### src/rtl/fc_pkg.sv
// Shared types for the auto-ranging frequency counter.
package fc_pkg;

    // Range code reported with each result; values are visible at the port.
    typedef enum logic [1:0] {
        RNG_PROBE = 2'd0,
        RNG_MID   = 2'd1,
        RNG_LONG  = 2'd2
    } rng_e;

    // Which kind of gate is currently open.
    typedef enum logic {
        PH_PROBE = 1'b0,
        PH_FULL  = 1'b1
    } phase_e;

endpackage

### src/rtl/fc_sync_edge.sv
// Synchroniser and rising-edge detector.
// Brings an asynchronous input into the clk domain through SYNC_STAGES
// flops and emits a one-cycle pulse per low-to-high transition.
// Assumes SYNC_STAGES >= 2.
module fc_sync_edge #(
    parameter int SYNC_STAGES = 2
) (
    input  logic clk,
    input  logic rst_n,
    input  logic async_in,
    output logic rise
);
    logic [SYNC_STAGES-1:0] sync_q;
    logic                   last_q;

    // Shift the input through the synchroniser chain and remember the last level.
    always_ff @(posedge clk) begin
        if (!rst_n) begin
            sync_q <= '0;
            last_q <= 1'b0;
        end else begin
            sync_q <= {sync_q[SYNC_STAGES-2:0], async_in};
            last_q <= sync_q[SYNC_STAGES-1];
        end
    end

    // A rise is the synchronised level high while the previous level was low.
    assign rise = sync_q[SYNC_STAGES-1] & ~last_q;

endmodule

### src/rtl/fc_gate_timer.sv
// Down-counting gate timer.
// Holds the number of gate cycles still to run; expire is high on the
// final cycle of a gate. The owner reloads it on that cycle, so the timer
// never underflows. Reset loads INIT_VAL, which starts the first gate.
module fc_gate_timer #(
    parameter int          TW       = 22,
    parameter logic [TW-1:0] INIT_VAL = '0
) (
    input  logic          clk,
    input  logic          rst_n,
    input  logic          load,
    input  logic [TW-1:0] load_val,
    output logic          expire
);
    logic [TW-1:0] left_q;

    // Reload at gate end, otherwise count one cycle down.
    always_ff @(posedge clk) begin
        if (!rst_n) begin
            left_q <= INIT_VAL;
        end else if (load) begin
            left_q <= load_val;
        end else begin
            left_q <= left_q - 1'b1;
        end
    end

    // The last cycle of a gate is the one where no cycles remain.
    assign expire = (left_q == '0);

endmodule

### src/rtl/fc_edge_counter.sv
// Saturating edge counter.
// Counts inc pulses and sticks at all ones. next_cnt includes the current
// cycle's pulse, so the owner can latch a gate's total on its last cycle.
// A clear restarts the count at zero for the following cycle.
module fc_edge_counter #(
    parameter int CW = 16
) (
    input  logic          clk,
    input  logic          rst_n,
    input  logic          clr,
    input  logic          inc,
    output logic [CW-1:0] next_cnt
);
    logic [CW-1:0] cnt_q;

    // Add the pulse unless the count is already at its ceiling.
    always_comb begin
        if (inc && (cnt_q != {CW{1'b1}})) begin
            next_cnt = cnt_q + 1'b1;
        end else begin
            next_cnt = cnt_q;
        end
    end

    // Restart at a gate boundary, otherwise keep the running total.
    always_ff @(posedge clk) begin
        if (!rst_n || clr) begin
            cnt_q <= '0;
        end else begin
            cnt_q <= next_cnt;
        end
    end

endmodule

### src/rtl/fc_range_pick.sv
// Range decision from a probe count.
// Long gate when the top LOG_PROBE bits are clear, mid gate when the top
// LOG_PROBE-LOG_MID bits are clear, else the probe result stands.
// Assumes 0 < LOG_MID < LOG_PROBE < CW.
module fc_range_pick
    import fc_pkg::*;
#(
    parameter int CW        = 16,
    parameter int LOG_PROBE = 8,
    parameter int LOG_MID   = 4
) (
    input  logic [CW-1:0] probe_cnt,
    output rng_e          pick
);
    localparam int LONG_SH = CW - LOG_PROBE;
    localparam int MID_SH  = CW - LOG_PROBE + LOG_MID;

    logic long_fit;
    logic mid_fit;

    // Rate is low enough for the one-second gate, or for the mid gate.
    assign long_fit = ((probe_cnt >> LONG_SH) == '0);
    assign mid_fit  = ((probe_cnt >> MID_SH) == '0);

    // Prefer the longest gate that cannot overflow.
    always_comb begin
        if (long_fit) begin
            pick = RNG_LONG;
        end else if (mid_fit) begin
            pick = RNG_MID;
        end else begin
            pick = RNG_PROBE;
        end
    end

endmodule

### src/rtl/fc_autorange_counter.sv
// Auto-ranging gated frequency counter (top).
// Runs probe gates back to back. After each probe it either publishes the
// probe count or opens a longer gate chosen by fc_range_pick, then publishes
// that count. Results appear one cycle after the final gate cycle, with a
// one-cycle valid_o strobe. Assumes all gate lengths are >= 2 cycles.
module fc_autorange_counter
    import fc_pkg::*;
#(
    parameter int CLK_HZ    = 3686400,
    parameter int CNT_W     = 16,
    parameter int LOG_PROBE = 8,
    parameter int LOG_MID   = 4
) (
    input  logic             clk,
    input  logic             rst_n,
    input  logic             sig_in,
    output logic [CNT_W-1:0] count_o,
    output logic [1:0]       range_o,
    output logic             valid_o
);
    localparam int PROBE_LEN = CLK_HZ >> LOG_PROBE;
    localparam int MID_LEN   = CLK_HZ >> LOG_MID;
    localparam int LONG_LEN  = CLK_HZ;
    localparam int TW        = $clog2(LONG_LEN + 1);
    localparam logic [TW-1:0] PROBE_LD = TW'(PROBE_LEN - 1);
    localparam logic [TW-1:0] MID_LD   = TW'(MID_LEN - 1);
    localparam logic [TW-1:0] LONG_LD  = TW'(LONG_LEN - 1);

    logic             rise;
    logic             gate_end;
    logic [CNT_W-1:0] cnt_nx;
    rng_e             pick;
    logic [TW-1:0]    reload;
    phase_e           phase_q;
    phase_e           phase_d;
    rng_e             gate_q;
    rng_e             gate_d;
    logic             publish;

    fc_sync_edge #(
        .SYNC_STAGES(2)
    ) u_sync (
        .clk     (clk),
        .rst_n   (rst_n),
        .async_in(sig_in),
        .rise    (rise)
    );

    fc_gate_timer #(
        .TW      (TW),
        .INIT_VAL(PROBE_LD)
    ) u_timer (
        .clk     (clk),
        .rst_n   (rst_n),
        .load    (gate_end),
        .load_val(reload),
        .expire  (gate_end)
    );

    fc_edge_counter #(
        .CW(CNT_W)
    ) u_count (
        .clk     (clk),
        .rst_n   (rst_n),
        .clr     (gate_end),
        .inc     (rise),
        .next_cnt(cnt_nx)
    );

    fc_range_pick #(
        .CW       (CNT_W),
        .LOG_PROBE(LOG_PROBE),
        .LOG_MID  (LOG_MID)
    ) u_pick (
        .probe_cnt(cnt_nx),
        .pick     (pick)
    );

    // Decide what follows the current gate when it ends.
    always_comb begin
        phase_d = phase_q;
        gate_d  = gate_q;
        publish = 1'b0;
        if (gate_end) begin
            if ((phase_q == PH_PROBE) && (pick != RNG_PROBE)) begin
                phase_d = PH_FULL;
                gate_d  = pick;
            end else begin
                publish = 1'b1;
                phase_d = PH_PROBE;
                gate_d  = RNG_PROBE;
            end
        end
    end

    // Length of the gate that opens next.
    always_comb begin
        case (gate_d)
            RNG_MID:  reload = MID_LD;
            RNG_LONG: reload = LONG_LD;
            default:  reload = PROBE_LD;
        endcase
    end

    // Sequencer state: probe or re-measure, and which gate is open.
    always_ff @(posedge clk) begin
        if (!rst_n) begin
            phase_q <= PH_PROBE;
            gate_q  <= RNG_PROBE;
        end else begin
            phase_q <= phase_d;
            gate_q  <= gate_d;
        end
    end

    // Latch the finished count and range, strobe valid for one cycle.
    always_ff @(posedge clk) begin
        if (!rst_n) begin
            count_o <= '0;
            range_o <= RNG_PROBE;
            valid_o <= 1'b0;
        end else begin
            valid_o <= publish;
            if (publish) begin
                count_o <= cnt_nx;
                range_o <= gate_q;
            end
        end
    end

endmodule

### config.mk
export PLATFORM = sky130hd
export DESIGN_NAME = fc_autorange_counter
export DESIGN_NICKNAME = d
export VERILOG_FILES = /design/src/rtl/fc_pkg.sv /design/src/rtl/fc_sync_edge.sv /design/src/rtl/fc_gate_timer.sv /design/src/rtl/fc_edge_counter.sv /design/src/rtl/fc_range_pick.sv /design/src/rtl/fc_autorange_counter.sv
export SDC_FILE = /design/constraint.sdc
export NUM_CORES = 1
export LEC_CHECK = 0
export ABC_AREA = 0
export ABC_CLOCK_PERIOD_IN_PS = 10700
export BUFFER_PORTS_ARGS = -buffer_cell sky130_fd_sc_hd__buf_2
export CAP_MARGIN = 5
export CORE_MARGIN = 3
export CORE_UTILIZATION = 48
export DETAILED_ROUTE_END_ITERATION = 7
export PLACE_DENSITY = 0.71
export SYNTH_ARGS = -nofsm -noshare
export SYNTH_HDL_FRONTEND = slang
export SYNTH_HIERARCHICAL = 1
export SYNTH_SLANG_ARGS = --single-unit
### constraint.sdc
create_clock -name clk -period 10.7 [get_ports clk]
set_input_delay 0.535 -clock clk [delete_from_list [all_inputs] [get_ports clk]]
set_output_delay 0.535 -clock clk [all_outputs]
set_load 0.01 [all_outputs]
==> flow_metrics.tcl, run 1 <==
set metrics [dict create \
    fp.dieW_um 84.8 \
    syn2layout_area_growth_pct 12.5 \
    drt_iter0_drc 113 \
    yosysSeqAreaShare_pct 42.3 \
    portBuffers 21 \
    async_flop_share_pct 0 \
    timing.final.crit_period_ps 3510 \
    yosys_warnings 6 \
    synth_top_area_cell "dfxtp_1" \
    wl_per_cell_um 13.9 \
    hold_violations 0 \
    routed-via-count 2345 \
    worstMarginPinSlew_ps 815 \
    synth_top_family_by_area "simple AND/OR/NAND/NOR gates" \
    syn_avg_cell_area_sq_um 9.58 \
    synth_compound_area_share_pct 21.6 \
    hold_class "in -> reg" \
    synth_area_leaders "dfxtp_1 (42%), a22o_1 (5.3%), xor2_1 (2.6%)" \
    ir_drop_uv 102 \
    rsz0062_at_grt "no" \
    drive_above_1_share_pct 17.6 \
    drt_pre_antenna_iters 4 \
    cts_buffer_depth 2 \
    synthXorXnorAreaFrac_pct 3.82 \
    cp-end-kind "register" \
    worst_ep_required_time_ps 10930 \
    power.switching_uw 98.3 \
    grt_pass1_vias 2273 \
    max-slew-margin-rel_pct 45.2 \
    synth_top_area_share_pct 42.3 \
    clockPowerShare_pct 48.4 \
    antenna_left 0 \
    route.detailed.drc 0 \
    yosys.area_share.simple_pct 23.4 \
    dp_hpwl_um 3960 \
    hold_buffers 0 \
    synth.distinct_cells 62 \
    drv_cap 0 \
    finish.instance_area_sq_mm 0.00335 \
    start_kind "register" \
    place_area_sq_mm 0.00312 \
    final.setup.worst_slack_ps 7190 \
    cts_made_buffers 9 \
    n_antenna_cell 0 \
    cts-root-buf "clkbuf_8" \
    finalSetupViolCount 0 \
    outcome "finished, final reports clean" \
    yosys.area_share.adder_pct 2.10 \
    die_h_um 84.8 \
    netlist_area_sq_mm 0.00298 \
    final_max_slew_viol_count 0 \
    whs_ps 405 \
    grt_use_total_pct 17.5 \
    rows 28 \
    combPwrFrac_pct 2.3 \
    synth.area.mux_share_pct 1.76 \
    fin_crit_sh_pct 32.8 \
    die_area_sq_mm 0.00719 \
    fin_nets 344 \
    clkLatencyLatePin_ps 340 \
    cp.arrival_ps 3740 \
    clkTransAtPathRegs_ps 70 \
    path_max_fanout 8 \
    cts_tree "yes" \
    antenna_found_initial 0 \
    synth_cells 311 \
    start_util_pct 50.0 \
    gr-total-overflow 0 \
    vias_per_cell 5.64 \
    io_pins 22 \
    p_leak_uw 0.00136 \
    timing.fmax_mhz 285 \
    finClkSkew_ps 5.86 \
    p_seq_share_pct 49.3 \
    synth_edf_count 0 \
    gp_congestion 0.833 \
    p_total_uw 482 \
    synth_ff_type "dfxtp_1" \
    htreeDepth 3 \
    coreArea_sq_mm 0.00596 \
    grt_start_max_net_pins 34 \
    postCtsSetupRepairBufs 0 \
    p_int_uw 384 \
    grt_first_pass_wirelength_um 10300 \
    pre_cts_ws_ps 7270 \
    critPathKind "reg -> reg" \
    tns_ps 0 \
    cts.sinks 63 \
    cts_resized 0 \
    totalWireLength_um 5790 \
    yosys_register_bits 63 \
    power_density_mw_per_mm2 144 \
    power.share.switching_pct 20.4 \
]
-- cells by family after synthesis --
logic type	count (synthesis)
xor+xnor	13
flops	63
buf+inv	26
fa+ha+maj	5
simple gates	109
mux	5
other cells	2
compound gates	88
-- metal layers --
| metal | up-vias | wire, um | share of wire (%) | track usage, % |
|---|---|---|---|---|
| met5 | - | 0 | 0 | 0 |
| met4 | 0 | 49 | 0.85 | 4.89 |
| met3 | 5 | 243 | 4.2 | 6.48 |
| met2 | 38 | 2810 | 48 | 30.0 |
| met1 | 1098 | 2690 | 46 | 20.6 |
| li1 | 1204 | - | - | - |
-- power by group through the flow --
stage / clock network [uW] / logic, uW / registers, uW
after global placement: 0 / 10.8 / 243
after CTS: 240 / 11.1 / 238
final: 233 / 10.9 / 238
after global routing: 251 / 12.3 / 238
after detailed placement: 0 / 11.0 / 243
after floorplan: 0 / 8.51 / 243
-- cells in the mapped netlist, types with 2 or more instances --
cell	n
mux2i_1	3
clkbuf_1	7
or3_4	3
or3_2	3
dfxtp_1	63
or4_1	9
nand4b_1	2
nor3b_1	3
inv_1	12
nand3_1	5
a22o_1	18
xor2_1	9
a21oi_1	15
and4_1	2
nand2_1	14
buf_6	3
o311a_1	2
conb_1	2
nand2b_1	4
nand3b_1	3
nand4_1	4
nor2_1	16
or3_1	2
nor3_1	5
o31ai_1	10
a311oi_1	2
nor4_1	5
buf_4	2
and2_1	9
xnor2_1	4
ha_1	5
a31oi_1	11
o21ai_0	15
mux2_2	2
nor2b_1	7
o211ai_1	3
a211oi_1	2
-- metrics by stage --
stage,cells,utilization [%]
final,416,56.3
after detailed placement,400,52.4
after global placement,400,52.4
after floorplan,317,-
after global routing,416,56.3
after CTS,416,56.3
-- flip-flops by register name (all words and copies together), names as in the netlist, named ones only --
name            count
u_timer/left_q     22
range_o             2
count_o            16
u_count/cnt_q      16
phase_q             1
gate_q              1
u_sync/last_q       1
u_sync/sync_q       2
valid_o             1
-- path summary, 6_finish.rpt --
kind	from	end	slack, ps	depth (start not counted)
hold reg to reg	u_sync/sync_q[0]	u_sync/sync_q[1]	430	1
setup reg to reg	u_count/cnt_q[0]	u_timer/left_q[6]	7190	12
setup / recovery	u_count/cnt_q[0]	u_timer/left_q[6]	7190	12
hold / removal	sig_in	u_sync/sync_q[0]	400	2
-- layout make-up --
type	count	area (sq um)
Fill cell	550	2610
Multi-Input combinational cell	228	1610
Sequential cell	63	1260
Clock buffer	11	151
Timing Repair Buffer	22	113
Tap cell	75	93.8
Clock inverter	5	80.1
Inverter	12	45.0
-- layout by cell type (no fill, tap or decap), drive strengths merged, types with 3 or more instances in the layout --
cell type,count
nor3b,3
o211ai,3
o21ai,15
nand4,5
or4,10
nor3,5
or2,3
or3,8
dfxtp,63
nand2b,4
o31ai,10
inv,12
nor2b,8
and2,9
nand2,14
nand3b,3
mux2i,3
a31oi,11
clkbuf,11
ha,5
a21oi,15
a22o,18
nor4,6
buf,22
nor2,16
xnor2,4
nand3,6
conb,8
o311a,3
xor2,9
nand4b,3
-- critical path: stages (launching register included) --
cell	delay (ps)
dfxtp_1	370
ha_1	250
nand3_1	150
nor3_1	700
or4_1	230
nand2_1	70
or4_4	550
nor2b_1	250
a21oi_1	180
ha_1	310
inv_1	60
nand2b_1	140
o211a_1	130
Power figures use the tool's default switching activity.
==> inputs of run 2 (changes only) <==
--- a/config.mk
+++ b/config.mk
@@ -5,14 +5,14 @@
 export SDC_FILE = /design/constraint.sdc
 export NUM_CORES = 1
 export LEC_CHECK = 0
-export ABC_AREA = 0
-export ABC_CLOCK_PERIOD_IN_PS = 10700
+export ABC_AREA = 1
+export ABC_CLOCK_PERIOD_IN_PS = 2850
 export BUFFER_PORTS_ARGS = -buffer_cell sky130_fd_sc_hd__buf_2
 export CAP_MARGIN = 5
 export CORE_MARGIN = 3
 export CORE_UTILIZATION = 48
 export DETAILED_ROUTE_END_ITERATION = 7
-export PLACE_DENSITY = 0.71
+export PLACE_DENSITY = 0.73
 export SYNTH_ARGS = -nofsm -noshare
 export SYNTH_HDL_FRONTEND = slang
 export SYNTH_HIERARCHICAL = 1
==> constraint.sdc (replaced) <==
create_clock -name clk -period 2.85 [get_ports clk]
set_input_delay 0.1425 -clock clk [delete_from_list [all_inputs] [get_ports clk]]
set_output_delay 0.1425 -clock clk [all_outputs]
set_load 0.01 [all_outputs]
==> flow_metrics.tcl, run 2 <==
set metrics [dict create \
    power_density_mw_per_mm2 431 \
    outcome "finished, final reports clean" \
    cts_buffer_depth 2 \
    antenna_found_initial 0 \
    route.detailed.drc 0 \
    async_flop_share_pct 0 \
    ir_drop_uv 415 \
    reg2reg_depth 21 \
    timing.final.crit_period_ps 2630 \
    rows 31 \
    drt_pre_antenna_iters 5 \
    drive_above_1_share_pct 24.2 \
    cts_tree "yes" \
    final_cells 693 \
    yosys_warnings 6 \
    reg2reg_slack_ps 220 \
    die_h_um 93.9 \
    final_cell_mix "nand2_1 (118), inv_1 (77), nor2_1 (70)" \
    synth.distinct_cells 35 \
    use_met2_pct 35.8 \
    io_pins 22 \
    hold_class "in -> reg" \
    use_met3_pct 5.05 \
    grt_first_pass_wirelength_um 14500 \
    cts-root-buf "clkbuf_8" \
    dp_hpwl_um 6000 \
    final_common_cell "nand2_1" \
    synth_top_area_share_pct 34.0 \
    fin_nets 597 \
    die_area_sq_mm 0.00881 \
    critPathKind "reg -> reg" \
    synth_area_leaders "dfxtp_1 (34%), nand2_1 (12%), inv_1 (8.1%)" \
    fp.dieW_um 93.9 \
    cp-end-kind "register" \
    htreeDepth 3 \
    netlist_area_sq_mm 0.00371 \
    yosys.cell_count.top_type "nand2_1" \
    place_area_sq_mm 0.00387 \
    final.setup.worst_slack_ps 219 \
    gr-total-overflow 0 \
    timing.fmax_mhz 380 \
    use_met1_pct 24.4 \
    final_max_slew_viol_count 0 \
    synth_ff_type "dfxtp_1" \
    coreArea_sq_mm 0.00737 \
    cts.sinks 63 \
    largestRegisters "u_timer/left_q x22, count_o x16, u_count/cnt_q x16" \
    fin_util_pct 58.2 \
    hold_violations 0 \
    wl_per_cell_um 12.5 \
    path_max_fanout 4 \
    cts_made_buffers 9 \
    pre_cts_ws_ps -9.61 \
    synth_top_area_cell "dfxtp_1" \
    drt_iter0_drc 155 \
    finalSetupViolCount 0 \
    largest-register "u_timer/left_q" \
    dp.cells 665 \
    rsz0062_at_grt "yes" \
    portBuffers 21 \
    synth_cells 552 \
    gp_congestion 0.920 \
    p_leak_uw 0.00231 \
    start_kind "register" \
    largest_reg_flops 22 \
    drv_cap 0 \
    finClkSkew_ps 10.2 \
    clkTransAtPathRegs_ps 80 \
    whs_ps 346 \
    syn2layout_area_growth_pct 15.7 \
    grt_start_max_net_pins 46 \
    yosysSeqAreaShare_pct 34.0 \
    grt_use_total_pct 20.5 \
    syn_avg_cell_area_sq_um 6.71 \
    grt.busiest_layer "met2" \
    yosys_register_bits 63 \
    worst_ep_required_time_ps 3140 \
    vias_per_cell 5.05 \
    antenna_left 0 \
    fin_crit_sh_pct 92.3 \
    cp.arrival_ps 2920 \
    worstMarginPinSlew_ps 644 \
    synth_edf_count 0 \
    totalWireLength_um 8680 \
    start_util_pct 50.3 \
    clkLatencyLatePin_ps 350 \
    routed-via-count 3503 \
    synth_common_cells "nand2_1 (121), inv_1 (80), nor2_1 (79)" \
    n_antenna_cell 0 \
    grt_pass1_vias 3256 \
    finish.instance_area_sq_mm 0.00429 \
    max-slew-margin-rel_pct 56.9 \
    min_path_cells 4 \
]
## run 2: changes by cell type in the layout (fill, tap and decap cells not counted), moves of 13 or more
cell     before  now
dfxtp_2       0   13
nor2_2        0   19
nor2_1       16   70
inv_1        12   77
buf_4         1   14
nand2_1      14  118
nand4_1       4   27
a22o_1       18    0
dfxtp_1      63   49
nand2_2       0   16
nand3_1       5   47
## run 2: worst paths after layout
check                                      start                 to
worst min-delay path                       rst_n   u_sync/sync_q[0]
worst min register to register  u_sync/sync_q[0]   u_sync/sync_q[1]
worst max-delay path            u_count/cnt_q[1]  u_timer/left_q[8]
worst max register to register  u_count/cnt_q[1]  u_timer/left_q[8]
## run 2: worst max-delay path, cell delays in order (launching register included)
cell	delay [ps]
dfxtp_4	380
ha_4	150
nand3_4	100
nor2_4	120
nand2_1	100
nor2_2	140
nand2_1	80
o21ai_2	80
inv_1	80
nor2_1	110
nand2_1	110
nor2_2	110
inv_1	60
nand2_2	90
nand4_1	120
nand2_2	130
ha_1	240
inv_2	80
nor2_1	50
nor2_1	90
o21ai_1	80
inv_1	50
## run 2: timing repair
action | CTS | global route
buffers inserted | 0 | 9
hold buffers | 1 | 0
endpoints found under the setup margin | 5 | 16
pin swaps | 1 | 10
hold endpoints to repair | 1 | 0
gates resized for setup | 1 | 39
cloned | 0 | 2
## run 2: cell type report
cell class / instances / area [sq um]
Timing Repair inverter: 1 / 7.51
Fill cell: 685 / 3080
Clock inverter: 7 / 105
Sequential cell: 63 / 1280
Clock buffer: 9 / 124
Timing Repair Buffer: 36 / 220
Inverter: 89 / 340
Multi-Input combinational cell: 389 / 2090
Tap cell: 99 / 124
## run 2: kinds of logic (layout without fill, tap and decap cells)
logic type | count (synthesis) | in the layout | share of synthesized area (%)
flip-flops | 63 | 63 | 34.0
XOR/XNOR | 5 | 5 | 1.18
AND/OR/NAND/NOR | 326 | 327 | 44.1
other | 2 | 8 | 0.203
AO/OA/AOI/OAI | 44 | 44 | 6.48
buffers and inverters | 107 | 142 | 12.4
adder cells (fa/ha/maj) | 5 | 5 | 1.69
## run 2: stage by stage
| step | setup TNS [ps] | power (uW) |
|---|---|---|
| CTS | 0 | 1870 |
| finish | 0 | 1850 |
| detailed placement | -9.61 | 965 |
| global route | -89.3 | 1920 |
| global placement | 0 | 964 |
| floorplan | 0 | 950 |
## run 2: routing by layer
| metal | share of wire (%) | up-vias |
|---|---|---|
| met3 | 5.3 | 12 |
| li1 | - | 1799 |
| met5 | 0 | - |
| met1 | 44 | 1613 |
| met4 | 1.3 | 0 |
| met2 | 50 | 79 |
## run 2: power breakdown
group / switching (uW) / internal, uW / leakage [uW]
Combinational: 39.2 / 17.5 / 0.00168
Sequential: 5.04 / 886 / 0.000516
Clock: 398 / 504 / 0.000112
Total: 442 / 1410 / 0.00231
